--- src/rtl/align_pkg.sv ---
package align_pkg;
  typedef enum logic [1:0] {
    SZ_BYTE = 2'd0,
    SZ_HALF = 2'd1,
    SZ_WORD = 2'd2,
    SZ_WRSV = 2'd3
  } acc_size_e;
endpackage

--- src/rtl/align_check.sv ---
module align_check
  import align_pkg::*;
#(
  parameter int OFS_W = 2
) (
  input  logic [OFS_W-1:0] addr_lo,
  input  logic [1:0]       size,
  input  logic             strict,
  input  logic             unal_en,
  input  logic             is_store,
  output logic             misaligned,
  output logic             fault,
  output logic             passthru,
  output logic             rotate_ld
);
  // Low-address mask that has to be zero for a naturally aligned access.
  function automatic logic [OFS_W-1:0] width_mask(input logic [1:0] sz);
    case (acc_size_e'(sz))
      SZ_BYTE: width_mask = '0;
      SZ_HALF: width_mask = OFS_W'(1);
      default: width_mask = OFS_W'(3);
    endcase
  endfunction

  always_comb begin
    misaligned = |(addr_lo & width_mask(size));
    fault      = misaligned & strict;
    passthru   = misaligned & ~strict & unal_en;
    rotate_ld  = misaligned & ~strict & ~unal_en & ~is_store;
  end

  // the three modes never overlap
  always_comb begin
    a_r3_modes_exclusive: assert ($countones({fault, passthru, rotate_ld}) <= 1)
      else $error("alignment modes overlap");
  end
endmodule

--- src/rtl/load_rotator.sv ---
module load_rotator #(
  parameter int DATA_W = 32,
  localparam int LANES = DATA_W / 8,
  localparam int OFS_W = $clog2(LANES)
) (
  input  logic [DATA_W-1:0] raw,
  input  logic              big_end,
  input  logic [OFS_W-1:0]  ofs,
  output logic [DATA_W-1:0] norm,
  output logic [DATA_W-1:0] rotated
);
  function automatic logic [DATA_W-1:0] swap_lanes(input logic [DATA_W-1:0] w);
    logic [DATA_W-1:0] r;
    for (int i = 0; i < LANES; i++) r[8*i +: 8] = w[8*(LANES-1-i) +: 8];
    return r;
  endfunction

  // Rotate right by whole lanes: result lane i takes source lane (i+k) mod LANES.
  function automatic logic [DATA_W-1:0] ror_lanes(input logic [DATA_W-1:0] w,
                                                   input logic [OFS_W-1:0] k);
    logic [DATA_W-1:0] r;
    for (int i = 0; i < LANES; i++) r[8*i +: 8] = w[8*((i + int'(k)) % LANES) +: 8];
    return r;
  endfunction

  // Place byte address k in lane k whatever the memory byte order.
  assign norm    = big_end ? swap_lanes(raw) : raw;
  assign rotated = ror_lanes(norm, ofs);
endmodule

--- src/rtl/load_formatter.sv ---
module load_formatter
  import align_pkg::*;
#(
  parameter int DATA_W = 32
) (
  input  logic [DATA_W-1:0] rotated,
  input  logic [1:0]        size,
  input  logic              big_end,
  output logic [DATA_W-1:0] result
);
  localparam int LANES = DATA_W / 8;

  function automatic logic [DATA_W-1:0] swap_lanes(input logic [DATA_W-1:0] w);
    logic [DATA_W-1:0] r;
    for (int i = 0; i < LANES; i++) r[8*i +: 8] = w[8*(LANES-1-i) +: 8];
    return r;
  endfunction

  always_comb begin
    result = '0;
    case (acc_size_e'(size))
      SZ_BYTE: result[7:0]  = rotated[7:0];
      SZ_HALF: result[15:0] = big_end ? {rotated[7:0], rotated[15:8]} : rotated[15:0];
      default: result       = big_end ? swap_lanes(rotated) : rotated;
    endcase
  end
endmodule

--- src/rtl/ldst_align_unit.sv ---
module ldst_align_unit #(
  parameter int ADDR_W = 32,
  parameter int DATA_W = 32
) (
  input  logic              clk,
  input  logic              rst_n,
  input  logic              req_valid,
  input  logic [ADDR_W-1:0] req_addr,
  input  logic [1:0]        req_size,
  input  logic              req_store,
  input  logic              cfg_strict,
  input  logic              cfg_unal_en,
  input  logic              cfg_big_end,
  input  logic [DATA_W-1:0] mem_rdata,
  output logic              rsp_valid,
  output logic              rsp_fault,
  output logic              rsp_passthru,
  output logic [DATA_W-1:0] rsp_data
);
  localparam int LANES = DATA_W / 8;
  localparam int OFS_W = $clog2(LANES);

  logic [OFS_W-1:0]  ofs;
  logic              chk_misal, chk_fault, chk_pass, chk_rot;
  logic [DATA_W-1:0] norm_word, rot_word, fmt_word;
  logic              data_en;

  assign ofs = req_addr[OFS_W-1:0];

  align_check #(.OFS_W(OFS_W)) u_check (
    .addr_lo   (ofs),
    .size      (req_size),
    .strict    (cfg_strict),
    .unal_en   (cfg_unal_en),
    .is_store  (req_store),
    .misaligned(chk_misal),
    .fault     (chk_fault),
    .passthru  (chk_pass),
    .rotate_ld (chk_rot)
  );

  load_rotator #(.DATA_W(DATA_W)) u_rot (
    .raw    (mem_rdata),
    .big_end(cfg_big_end),
    .ofs    (ofs),
    .norm   (norm_word),
    .rotated(rot_word)
  );

  load_formatter #(.DATA_W(DATA_W)) u_fmt (
    .rotated(rot_word),
    .size   (req_size),
    .big_end(cfg_big_end),
    .result (fmt_word)
  );

  // Load data is returned only for loads that neither fault nor go to the split path.
  assign data_en = req_valid & ~req_store & ~chk_fault & ~chk_pass;

  always_ff @(posedge clk) begin
    if (!rst_n) begin
      rsp_valid    <= 1'b0;
      rsp_fault    <= 1'b0;
      rsp_passthru <= 1'b0;
      rsp_data     <= '0;
    end else begin
      rsp_valid    <= req_valid;
      rsp_fault    <= req_valid & chk_fault;
      rsp_passthru <= req_valid & chk_pass;
      rsp_data     <= data_en ? fmt_word : '0;
    end
  end

  a_r1_byte_no_fault: assert property (@(posedge clk) disable iff (!rst_n)
    (req_valid && req_size == 2'd0) |=> !rsp_fault);

  a_r3_strict_wins: assert property (@(posedge clk) disable iff (!rst_n)
    (req_valid && cfg_strict && chk_misal) |=> (rsp_fault && !rsp_passthru));

  a_r8_fault_no_data: assert property (@(posedge clk) disable iff (!rst_n)
    rsp_fault |-> rsp_data == '0);

  a_r9_valid_follows: assert property (@(posedge clk) disable iff (!rst_n)
    req_valid |=> rsp_valid);

  a_r9_idle_quiet: assert property (@(posedge clk) disable iff (!rst_n)
    !req_valid |=> (!rsp_valid && !rsp_fault && !rsp_passthru && rsp_data == '0));

  a_r4_rotate_not_flagged: assert property (@(posedge clk) disable iff (!rst_n)
    (req_valid && chk_rot) |=> (!rsp_fault && !rsp_passthru));
endmodule

--- config.mk ---
export PLATFORM = sky130hd
export DESIGN_NAME = ldst_align_unit
export DESIGN_NICKNAME = d
export VERILOG_FILES = /design/src/rtl/align_pkg.sv /design/src/rtl/align_check.sv /design/src/rtl/load_rotator.sv /design/src/rtl/load_formatter.sv /design/src/rtl/ldst_align_unit.sv
export SDC_FILE = /design/constraint.sdc
export NUM_CORES = 1
export LEC_CHECK = 0
export BUFFER_PORTS_ARGS = -buffer_cell sky130_fd_sc_hd__buf_2
export CELL_PAD_IN_SITES_DETAIL_PLACEMENT = 1
export CELL_PAD_IN_SITES_GLOBAL_PLACEMENT = 2
export CORE_MARGIN = 1
export CORE_UTILIZATION = 29
export CTS_CLUSTER_DIAMETER = 30
export CTS_CLUSTER_SIZE = 25
export DETAILED_ROUTE_END_ITERATION = 8
export GPL_TIMING_DRIVEN = 0
export PLACE_DENSITY_LB_ADDON = 0.1
export SLEW_MARGIN = 20
export SYNTH_ARGS = -nofsm -noshare
export SYNTH_HDL_FRONTEND = slang
export SYNTH_SLANG_ARGS = --single-unit
--- constraint.sdc ---
create_clock -name clk -period 1.78 [get_ports clk]
set_clock_uncertainty 0.05 [all_clocks]
set_input_delay 0.089 -clock clk [delete_from_list [all_inputs] [get_ports clk]]
set_output_delay 0.089 -clock clk [all_outputs]
set_load 0.005 [all_outputs]
# Word-level counts from Yosys, hierarchy flattened
# Index checks and enable logic that the tools add are counted.
# classes
addsub	3
n_reduce_logical	7
n_shift	4
bitwise_logic	18
n_eq_ne	1
mux	6
# op_table
cell	n
variable part select 32 x 6 -> 8 bit	4
2-to-1 mux 32 bit	2
case mux 8 bit (2 select lines)	2
2-to-1 mux 16 bit	1
AND 1 bit	8
OR reduction 2 bit	4
inverter 1 bit	6
adder 2 bit (first input constant)	2
case mux 2 bit (2 select lines)	1
OR reduction 4 bit	1
AND 1 bit (first input constant)	3
adder 1 x 2 -> 2 bit (first input constant)	1
AND 2 bit	1
== test 2 x 1 -> 1 bit (second input constant)	1
zero test 2 bit	1
AND reduction 2 bit	1
# word_totals
out_inout_bits	35
wordCells	44
in_bits	73
reg_bits	35

# Logic depth before layout (Yosys ltp)
# Gate-level depths: netlist of run 1.
# depth
word_depth	10
depth_mapped	7
mapped_depth_nobuf	4

# Hierarchy
# Synthesis of run 1 repeated with hierarchy kept, for this count alone.
# unflattened
hier_cells	348
hier_area_um2	3953.8
# by_module_without_submodules
module	n_inst	cells_each	area_each_um2	seq_area_each_um2
load_rotator	1	147	2119.5	0.0
ldst_align_unit	1	111	1059.8	700.7
load_formatter	1	83	724.4	0.0
align_check	1	7	50.0	0.0

# Least setup slack after synthesis of run 1
# Ideal clock, no wire load.
# synth_timing
path_type	input to register
start	in req_addr[0]
end	reg rsp_data[10]
setup_time_ns	0.060
slack_ns	0.334
arrival_time_ns	1.337
t_required_ns	1.670
path_buffers	1
path_stages	5
path_cell_list	buf_4 -> o21a_4 -> or4b_4 -> a2111oi_4 -> a221o_1
# synth_between
elab_chain_cells	7
elab_cells_between_ends	22
classes_between	add/sub (2); shift (3); mux (3); bitwise (10); reduce/logical (4)
# synth_lines
item	line	rtl
start, declared	ldst_align_unit.sv:8	input logic [ADDR_W-1:0] req_addr,
parallel branches: the longest is 7 deep, another holds adder 1 x 2 -> 2 bit	n/a	
end signal, assigned	ldst_align_unit.sv:70	rsp_data <= data_en ? fmt_word : '0;
end, declared	ldst_align_unit.sv:18	output logic [DATA_W-1:0] rsp_data
# Parallel ways; which one is timed is not known.
# A chain may end at the register's enable or synchronous reset.

# Worst setup path after layout of run 1
# layout_timing
start	in cfg_big_end
end	reg rsp_data[6]
# layout_between
elab_chain_cells	4
elab_cells_between_ends	7
classes_between	shift (3); mux (4)
# layout_lines
item	line	rtl
start, declared	ldst_align_unit.sv:13	input logic cfg_big_end,
2-to-1 mux 32 bit	load_rotator.sv:27	assign norm = big_end ? swap_lanes(raw) : raw;
variable part select 32 x 6 -> 8 bit	load_rotator.sv:22	for (int i = 0; i < LANES; i++) r[8*i +: 8] = w[8*((i + int'(k)) % LANES) +: 8];
2-to-1 mux 32 bit / 2-to-1 mux 16 bit (equally long branches)	load_formatter.sv:24, load_formatter.sv:23	
case mux 8 bit (2 select lines) *	load_formatter.sv:21	case (acc_size_e'(size))
# Mark *: on every way between the ends. The rest lies on a longest branch, timed or not.

==> run summary, run 1 <==
Run status -> complete, but fails checks
Violated checks -> negative hold slack
Layout cell share with drive strength beyond 1 -> 35.1%
Starting density of the core -> 30.4%
CTS sink cnt -> 35
Final hold vios -> 1
DR vias -> 3,063
Post-DR wirelength/cell -> 22.5 µm
Fmax -> 606 MHz
Syn Inst Count -> 335
Final net count -> 490
TritonCTS Buffers -> 5
Worst setup path category -> input pin to register
Ant diodes -> 0
Total GRT Usage -> 23.5%
Area delta synth->final -> 21.5%
# fillers -> 1,225
Crit start category -> input pin
LEAKAGE -> 1.56 nW
Peak VDD IR -> 0.000249 V
Final Non-Filler Cells -> 549
Worst setup EP type -> register
Ys flop type -> dfxtp_1
Routed wl met2 -> 5930 µm
Die ar. -> 0.0108 mm²
Initial antenna violation count -> 0
Grt total ovfl -> 0
Synth Area per Inst -> 9.00 µm²
Slowest CP cell -> buf_2
TritonCTS clock tree -> yes
Multi-input logic area -> 0.00215 mm²
Critical path's top delay family -> buffers and inverters
Post-CTS Setup Repair Bufs -> 0
Netlist Area Pre-Place -> 0.00302 mm²
Netlist cell types -> 58
Rel. slew slack -> 47.1%
Final WL -> 12,400 µm
Clock H-tree levels -> 2
Buf/Inv on CP -> 2
DPL Wire Length -> 8860 µm
Antenna violation net count after detailed routing -> 0
Reg clk slew, reported paths -> 0.07 ns
Core area -> 0.00991 mm²
YS warnings -> 0
WP data required -> 1.89 ns
Rows -> 36
Final setup viols -> 0
Power per Cell Area -> 564 mW/mm²
CP max stage delay -> 0.45 ns
DR iter-0 viols -> 100
Hold path cells -> 2
Number of flops mapped to enable cells by yosys -> 0
Syn nets -> 408
Die span in x -> 104 µm
Dpl cells -> 543
Seq/Total Area, Yosys -> 23.2%
Max-cap violations -> 0
Largest net degree at the start of global routing -> 11
Hold_ws -> -0.0000746 ns
Tmin final -> 1.65 ns
Part of the cycle the worst path needs -> 92.8%
Area of placed instances -> 0.00357 mm²
Clock Root Buffer -> clkbuf_8
Async SR Flop Fraction -> 0%
Placer Congestion -> 0.816
IO buf count -> 75
Vias in the first global route -> 3,230
First-pass GRT wire length -> 19,200 µm
Crit path DAT -> 1.76 ns
Critical path depth -> 6
HP Class -> input pin to register
Yosys reg bits -> 35
Vias per cell -> 5.58
Seq. cell area -> 701 µm²
DR pass1 iterations -> 4
DR top layer -> met4
Utilization after layout -> 37.0%
Worst slew pin tran -> 0.790 ns
Critical Path Fanout Max -> 10
Die height -> 104 µm
Ports -> 108
# DRC -> 0
DRT met1 WL -> 5610 µm
Final Max Tran Viols -> 0
Met3 wire length -> 628 µm
CTS Buffer Depth -> 2
Finished Cell Area -> 0.00366 mm²
CP cell instances -> buf_2, xnor2_2, buf_2, mux2_2, o211ai_1, o211ai_1
Unrepaired setup endpoints after global routing -> false
-- placed cells by master, fill, tap and decap left out, types with 3 or more instances in the layout --
master / n
o211ai_1: 22
buf_2: 85
a211oi_1: 12
a21boi_0: 4
buf_4: 9
o22ai_1: 5
or3b_2: 3
inv_1: 5
and2_1: 8
clkbuf_8: 5
mux2_2: 14
mux2i_1: 39
nor2_1: 20
mux4_2: 13
nand2_1: 33
clkbuf_1: 6
o21ai_0: 4
o2111ai_1: 3
nor2b_1: 9
dfxtp_1: 35
nor3_1: 7
a21oi_1: 19
o311ai_0: 4
nand3_1: 3
-- final cells by class --
type	instances	area share (%)
repair buffers	76	10.5
flip-flops and latches	35	19.1
well taps	133	4.54
inverters	6	0.615
multi-input cells	265	58.8
clock buffers	6	1.98
plain buffers	28	4.41
-- stage by stage --
stage / setup WS [ns] / total power [mW] / setup TNS [ns] / hold WS (ns)
final: 0.129 / 2.07 / 0 / -0.0000746
after global routing: 0.0646 / 2.18 / 0 / 0.0297
after CTS: 0.0404 / 2.09 / 0 / 0.00333
after detailed placement: -0.384 / 1.51 / -6.96 / 0.302
after global placement: -0.475 / 1.51 / -8.20 / 0.293
after floorplan: 0.334 / 1.26 / 0 / 0.175
-- power breakdown --
group          internal, mW  switching, mW  leakage (nW)
clock network         0.261          0.303        0.0371
logic                 0.290          0.408          1.24
registers             0.800        0.00336         0.284
-- sequential cells by signal, summed over array words and instances, names as in the netlist --
name          flops
rsp_passthru      1
rsp_valid         1
rsp_data         32
rsp_fault         1
-- timing repair --
| item | CTS | global route |
|---|---|---|
| hold buffers | 1 | 0 |
| endpoints found under the hold margin | 1 | 0 |
| endpoints found under the setup margin | 4 | 12 |
| resized for setup | 2 | 5 |
-- path summary, 6_finish.rpt --
| path | start | to | slack (ns) |
|---|---|---|---|
| setup / recovery | cfg_big_end | rsp_data[6] | 0.13 |
| hold / removal | rst_n | rsp_valid | -0.00007 |
-- logic make-up (layout without fill, tap and decap cells) --
logic type	count (synthesis)	in the layout	share of synthesized area, %
simple gates	99	99	16.9
compound gates	95	95	23.8
mux	66	66	27.9
flops	35	35	23.2
buf+inv	35	116	6.10
xor+xnor	5	5	2.08
-- synth_stat cells, drive strengths merged, types with 4 or more instances --
master	instances	area [µm²]
a211o	4	37.5
a211oi	13	103
a21boi	4	30.0
a21oi	19	95.1
and2	9	57.6
buf	21	131
clkbuf	8	30.0
dfxtp	35	701
inv	5	18.8
mux2	14	158
mux2i	39	390
mux4	13	293
nand2	33	124
nor2	20	75.1
nor2b	9	56.3
nor3	7	35.0
o211ai	22	165
o21ai	4	20.0
o22ai	5	31.3
o311ai	5	43.8
-- layer usage --
| metal | GRT usage, % | vias up |
|---|---|---|
| li1 | - | 1439 |
| met1 | 30.7 | 1513 |
| met2 | 40.0 | 95 |
| met3 | 3.57 | 16 |
| met4 | 6.22 | 0 |
| met5 | 0 | - |
No activity file was read; power rests on OpenSTA's default activity.
==> run 2: changes to the inputs <==
- CORE_UTILIZATION: 29 -> 30
- CTS_BUF_LIST: unset -> sky130_fd_sc_hd__clkbuf_8
==> run 2 against run 1 <==
Against the previous run: the run now ends clean; count of clock-buffer cells in the layout up 1; fmax down 3.5%; clock power up 18%; setup slack worse by 0.060 ns; first-iteration DRC count up 16%; cell area up 0.85%.
==> run summary, run 2 (same netlist as run 1, synthesis figures left out) <==
Unrepaired setup endpoints after global routing -> false
TritonCTS clock tree -> yes
Total GRT Usage -> 25.5%
Core area -> 0.00977 mm²
Final WL -> 12,600 µm
Worst setup endpoint -> rsp_data[8]
Seq. cell area -> 701 µm²
Crit start category -> input pin
Buf/Inv on CP -> 1
Initial antenna violation count -> 0
Dpl cells -> 543
Rows -> 36
DPL Wire Length -> 8900 µm
# DRC -> 0
Finished Cell Area -> 0.00369 mm²
Rel. slew slack -> 24.5%
Vias in the first global route -> 3,180
# fillers -> 1,214
Critical path depth -> 5
CTS Buffer Depth -> 2
Peak VDD IR -> 0.000222 V
IO buf count -> 75
Ant diodes -> 0
Starting density of the core -> 30.8%
Final setup viols -> 0
Clock H-tree levels -> 2
DR vias -> 3,085
Run status -> completed
Die span in x -> 102 µm
Crit path from -> req_store
DR iter-0 viols -> 116
Max FFs per register -> 32
Antenna violation net count after detailed routing -> 0
Worst slew pin tran -> 1.13 ns
Final Non-Filler Cells -> 553
Crit path DAT -> 1.89 ns
Final net count -> 492
CP cell instances -> buf_2, nand3b_1, nor4b_2, a221oi_1, a21oi_1
Critical Path Fanout Max -> 8
Max-cap violations -> 0
CTS sink cnt -> 35
WP data required -> 1.95 ns
Most frequent cells in the layout -> 85 x buf_2, 39 x mux2i_1, 35 x dfxtp_1, 33 x nand2_1, 22 x o211ai_1
Final hold vios -> 0
Worst setup path category -> input pin to register
Part of the cycle the worst path needs -> 96.1%
Largest net degree at the start of global routing -> 11
Final Max Tran Viols -> 0
Clock Root Buffer -> clkbuf_8
Final setup TNS -> 0 ns
Most common cell after layout, fill and taps aside -> buf_2
Layout cell share with drive strength beyond 1 -> 35.0%
Grt total ovfl -> 0
Ports -> 108
Reg clk slew, reported paths -> 0.08 ns
Multi-input logic area -> 0.00214 mm²
HP Class -> input pin to register
Area delta synth->final -> 22.5%
Power per Cell Area -> 589 mW/mm²
Slowest CP cell -> nor4b_2
Largest Register -> rsp_data
Placer Congestion -> 0.808
CP max stage delay -> 0.99 ns
Die height -> 102 µm
Post-DR wirelength/cell -> 22.8 µm
Area of placed instances -> 0.00356 mm²
Min-delay src -> cfg_strict
Worst setup EP type -> register
TritonCTS Buffers -> 5
Vias per cell -> 5.58
Critical path's top delay family -> simple AND/OR/NAND/NOR gates
Die ar. -> 0.0105 mm²
Fmax -> 584 MHz
Tmin final -> 1.71 ns
First-pass GRT wire length -> 19,500 µm
LEAKAGE -> 1.58 nW
DR pass1 iterations -> 4
## run 2: cell count changes in the layout (fill, tap and decap cells not counted), sizes merged
cell | previous run | this run
clkbuf | 13 | 15
dlygate4sd3 | 1 | 2
inv | 5 | 6
## run 2: layout make-up
type	count	share of cell area [%]
inverter	6	0.610
buffer	29	4.44
tap	133	4.51
clock inverter	1	0.102
multi-input combinational	265	58.1
sequential	35	19.0
clock buffer	7	2.61
timing repair buffer	77	10.7
## run 2: through the flow
stage | setup slack [ns] | util (%) | total power, mW | hold slack [ns]
finish | 0.0688 | 37.8 | 2.18 | 0.0613
detailed placement | -0.420 | 36.5 | 1.52 | 0.298
global placement | -0.448 | 36.4 | 1.51 | 0.288
CTS | 0.0561 | 37.7 | 2.21 | 0.0546
floorplan | 0.334 | - | 1.26 | 0.175
global route | 0.00747 | 37.8 | 2.29 | 0.0849
## run 2: layer usage
layer  vias to the layer above  part of all wire (%)  global-route usage, %
met5                         -                     0                      0
li1                       1444                     -                      -
met4                         0                   1.3                   7.58
met2                        83                    47                   41.8
met1                      1545                    47                   34.4
met3                        13                   4.1                   3.90
## run 2: what timing repair did
action	CTS	global route
setup endpoints to repair	3	10
gates resized for setup	1	3
hold buffers	2	0
endpoints found under the hold margin	1	0
buffers inserted	0	0
## run 2: how the worst min path moves through the flow
stage,end,depth (start not counted)
floorplan,rsp_fault,1
global placement,rsp_valid,2
detailed placement,rsp_valid,2
CTS,rsp_fault,2
global route,rsp_fault,2
finish,rsp_fault,2
## run 2: power by group
part / internal [mW] / leakage, nW / switching (mW)
sequential: 0.799 / 0.284 / 0.00323
combinational: 0.291 / 1.24 / 0.414
clock: 0.348 / 0.0557 / 0.319
==> run 3: changes to the inputs <==
- clock period: 1.78 -> 1.6 ns (I/O delays scaled with it)
==> run 3 against run 2 <==
Against the previous run: count of clock-buffer cells in the layout unchanged; total power increased by 12%; sequential power increased by 11%; highest routed layer unchanged; wire length decreased by 0.37%; cell area increased by 0.37%; clock power increased by 12%; final cell count decreased by 0.18%; first-iteration DRC count increased by 43%; via count increased by 0.52%; critical path depth unchanged; global-route usage unchanged.
==> run summary, run 3 (same netlist as run 1, synthesis figures left out) <==
Area delta synth->final -> 22.9%
Ports -> 108
Clock share of power -> 30.8%
Part of the cycle the worst path needs -> 93.9%
Sw frac -> 33.9%
Fmax -> 665 MHz
Total chip power -> 2.43 mW
Placer Congestion -> 0.808
Initial antenna violation count -> 0
Grt total ovfl -> 0
First-pass GRT wire length -> 19,500 µm
Area of placed instances -> 0.00356 mm²
# DRC -> 0
Die ar. -> 0.0105 mm²
Die height -> 102 µm
Max FFs per register -> 32
DR pass1 iterations -> 4
Vias in the first global route -> 3,190
Antenna violation net count after detailed routing -> 0
Layout cell share with drive strength beyond 1 -> 35.8%
Clock Root Buffer -> clkbuf_8
IO buf count -> 75
Worst setup margin -> 0.0972 ns
P_sw -> 0.822 mW
Vias per cell -> 5.62
Crit start category -> input pin
Crit path DAT -> 1.63 ns
Peak VDD IR -> 0.000244 V
DR vias -> 3,101
Critical Path Fanout Max -> 10
DR iter-0 viols -> 166
LEAKAGE -> 1.59 nW
Final net count -> 491
CTS Buffer Depth -> 2
Final Non-Filler Cells -> 552
TritonCTS Buffers -> 5
Starting density of the core -> 30.8%
Worst slew pin tran -> 0.788 ns
Clock H-tree levels -> 2
Worst setup path category -> input pin to register
Total GRT Usage -> 25.5%
Final setup TNS -> 0 ns
Tmin final -> 1.50 ns
Largest Register -> rsp_data
Comb power frac -> 32.4%
Most frequent cells in the layout -> 83 x buf_2, 39 x mux2i_1, 35 x dfxtp_1, 33 x nand2_1, 22 x o211ai_1
Hold_ws -> 0.0539 ns
Finished Cell Area -> 0.00371 mm²
P_int -> 1.60 mW
CTS sink cnt -> 35
Dpl cells -> 543
Ant diodes -> 0
Rel. slew slack -> 47.0%
Power per Cell Area -> 654 mW/mm²
Share of total power in sequential cells -> 36.8%
Pre-CTS WS -> -0.591 ns
Most common cell after layout, fill and taps aside -> buf_2
Final Max Tran Viols -> 0
Run status -> completed
Core area -> 0.00977 mm²
Final WL -> 12,500 µm
Die span in x -> 102 µm
Final hold vios -> 0
Largest net degree at the start of global routing -> 11
WP data required -> 1.73 ns
Max-cap violations -> 0
Unrepaired setup endpoints after global routing -> false
HP Class -> input pin to register
TritonCTS clock tree -> yes
Post-DR wirelength/cell -> 22.7 µm
DPL Wire Length -> 8900 µm
Reg clk slew, reported paths -> 0.08 ns
Final setup viols -> 0
Worst setup EP type -> register
Utilization after layout -> 37.9%
Rows -> 36
==> run 3: cell count changes in the layout (fill, tap and decap cells not counted) <==
| cell | before | now |
|---|---|---|
| buf_2 | 85 | 83 |
| clkbuf_1 | 7 | 3 |
| nor4b_2 | 1 | 0 |
| clkbuf_2 | 1 | 4 |
| nor4b_4 | 0 | 1 |
| clkbuf_4 | 0 | 2 |
==> run 3: what timing repair did <==
item / CTS / global route
setup endpoints to repair: 23 / 6
resized for setup: 6 / 4
setup buffers: 0 / 0
hold endpoints to repair: 1 / 0
hold buffers: 2 / 0
==> run 3: critical path, cell delays in order <==
cell and delay, ns:
buf_4 0.18, clkinv_1 0.40, a211oi_2 0.47, nor3_1 0.10, a221o_1 0.39
==> run 3: layout make-up <==
type                       count  area (µm²)
buffer                        28         169
clock buffer                   7        96.3
clock inverter                 1        3.75
fill                        1208        6070
inverter                       6        22.5
multi-input combinational    265        2150
sequential                    35         701
tap                          133         166
timing repair buffer          77         395
==> run 3: routing by layer <==
layer	routed length (µm)	up-vias	GRT usage (%)	share of wire, %
li1	-	1444	-	-
met1	5720	1532	34.6	46
met2	5910	111	41.8	47
met3	753	14	3.49	6.0
met4	153	0	7.58	1.2
met5	0	-	0	0
==> run 3: path summary, 6_finish.rpt <==
check / start / to / slack, ns / cells after the start
setup / recovery: req_addr[0] / rsp_data[10] / 0.1 / 5
hold / removal: cfg_strict / rsp_fault / 0.05 / 2
==> run 3: power by group through the flow <==
stage,sequential (mW),clock (mW),combinational [mW]
2_1_floorplan,0.918,0,0.482
3_3_place_gp,0.913,0,0.764
3_5_place_dp,0.914,0,0.773
4_1_cts,0.894,0.788,0.784
5_1_grt,0.895,0.803,0.852
6_report,0.893,0.746,0.787
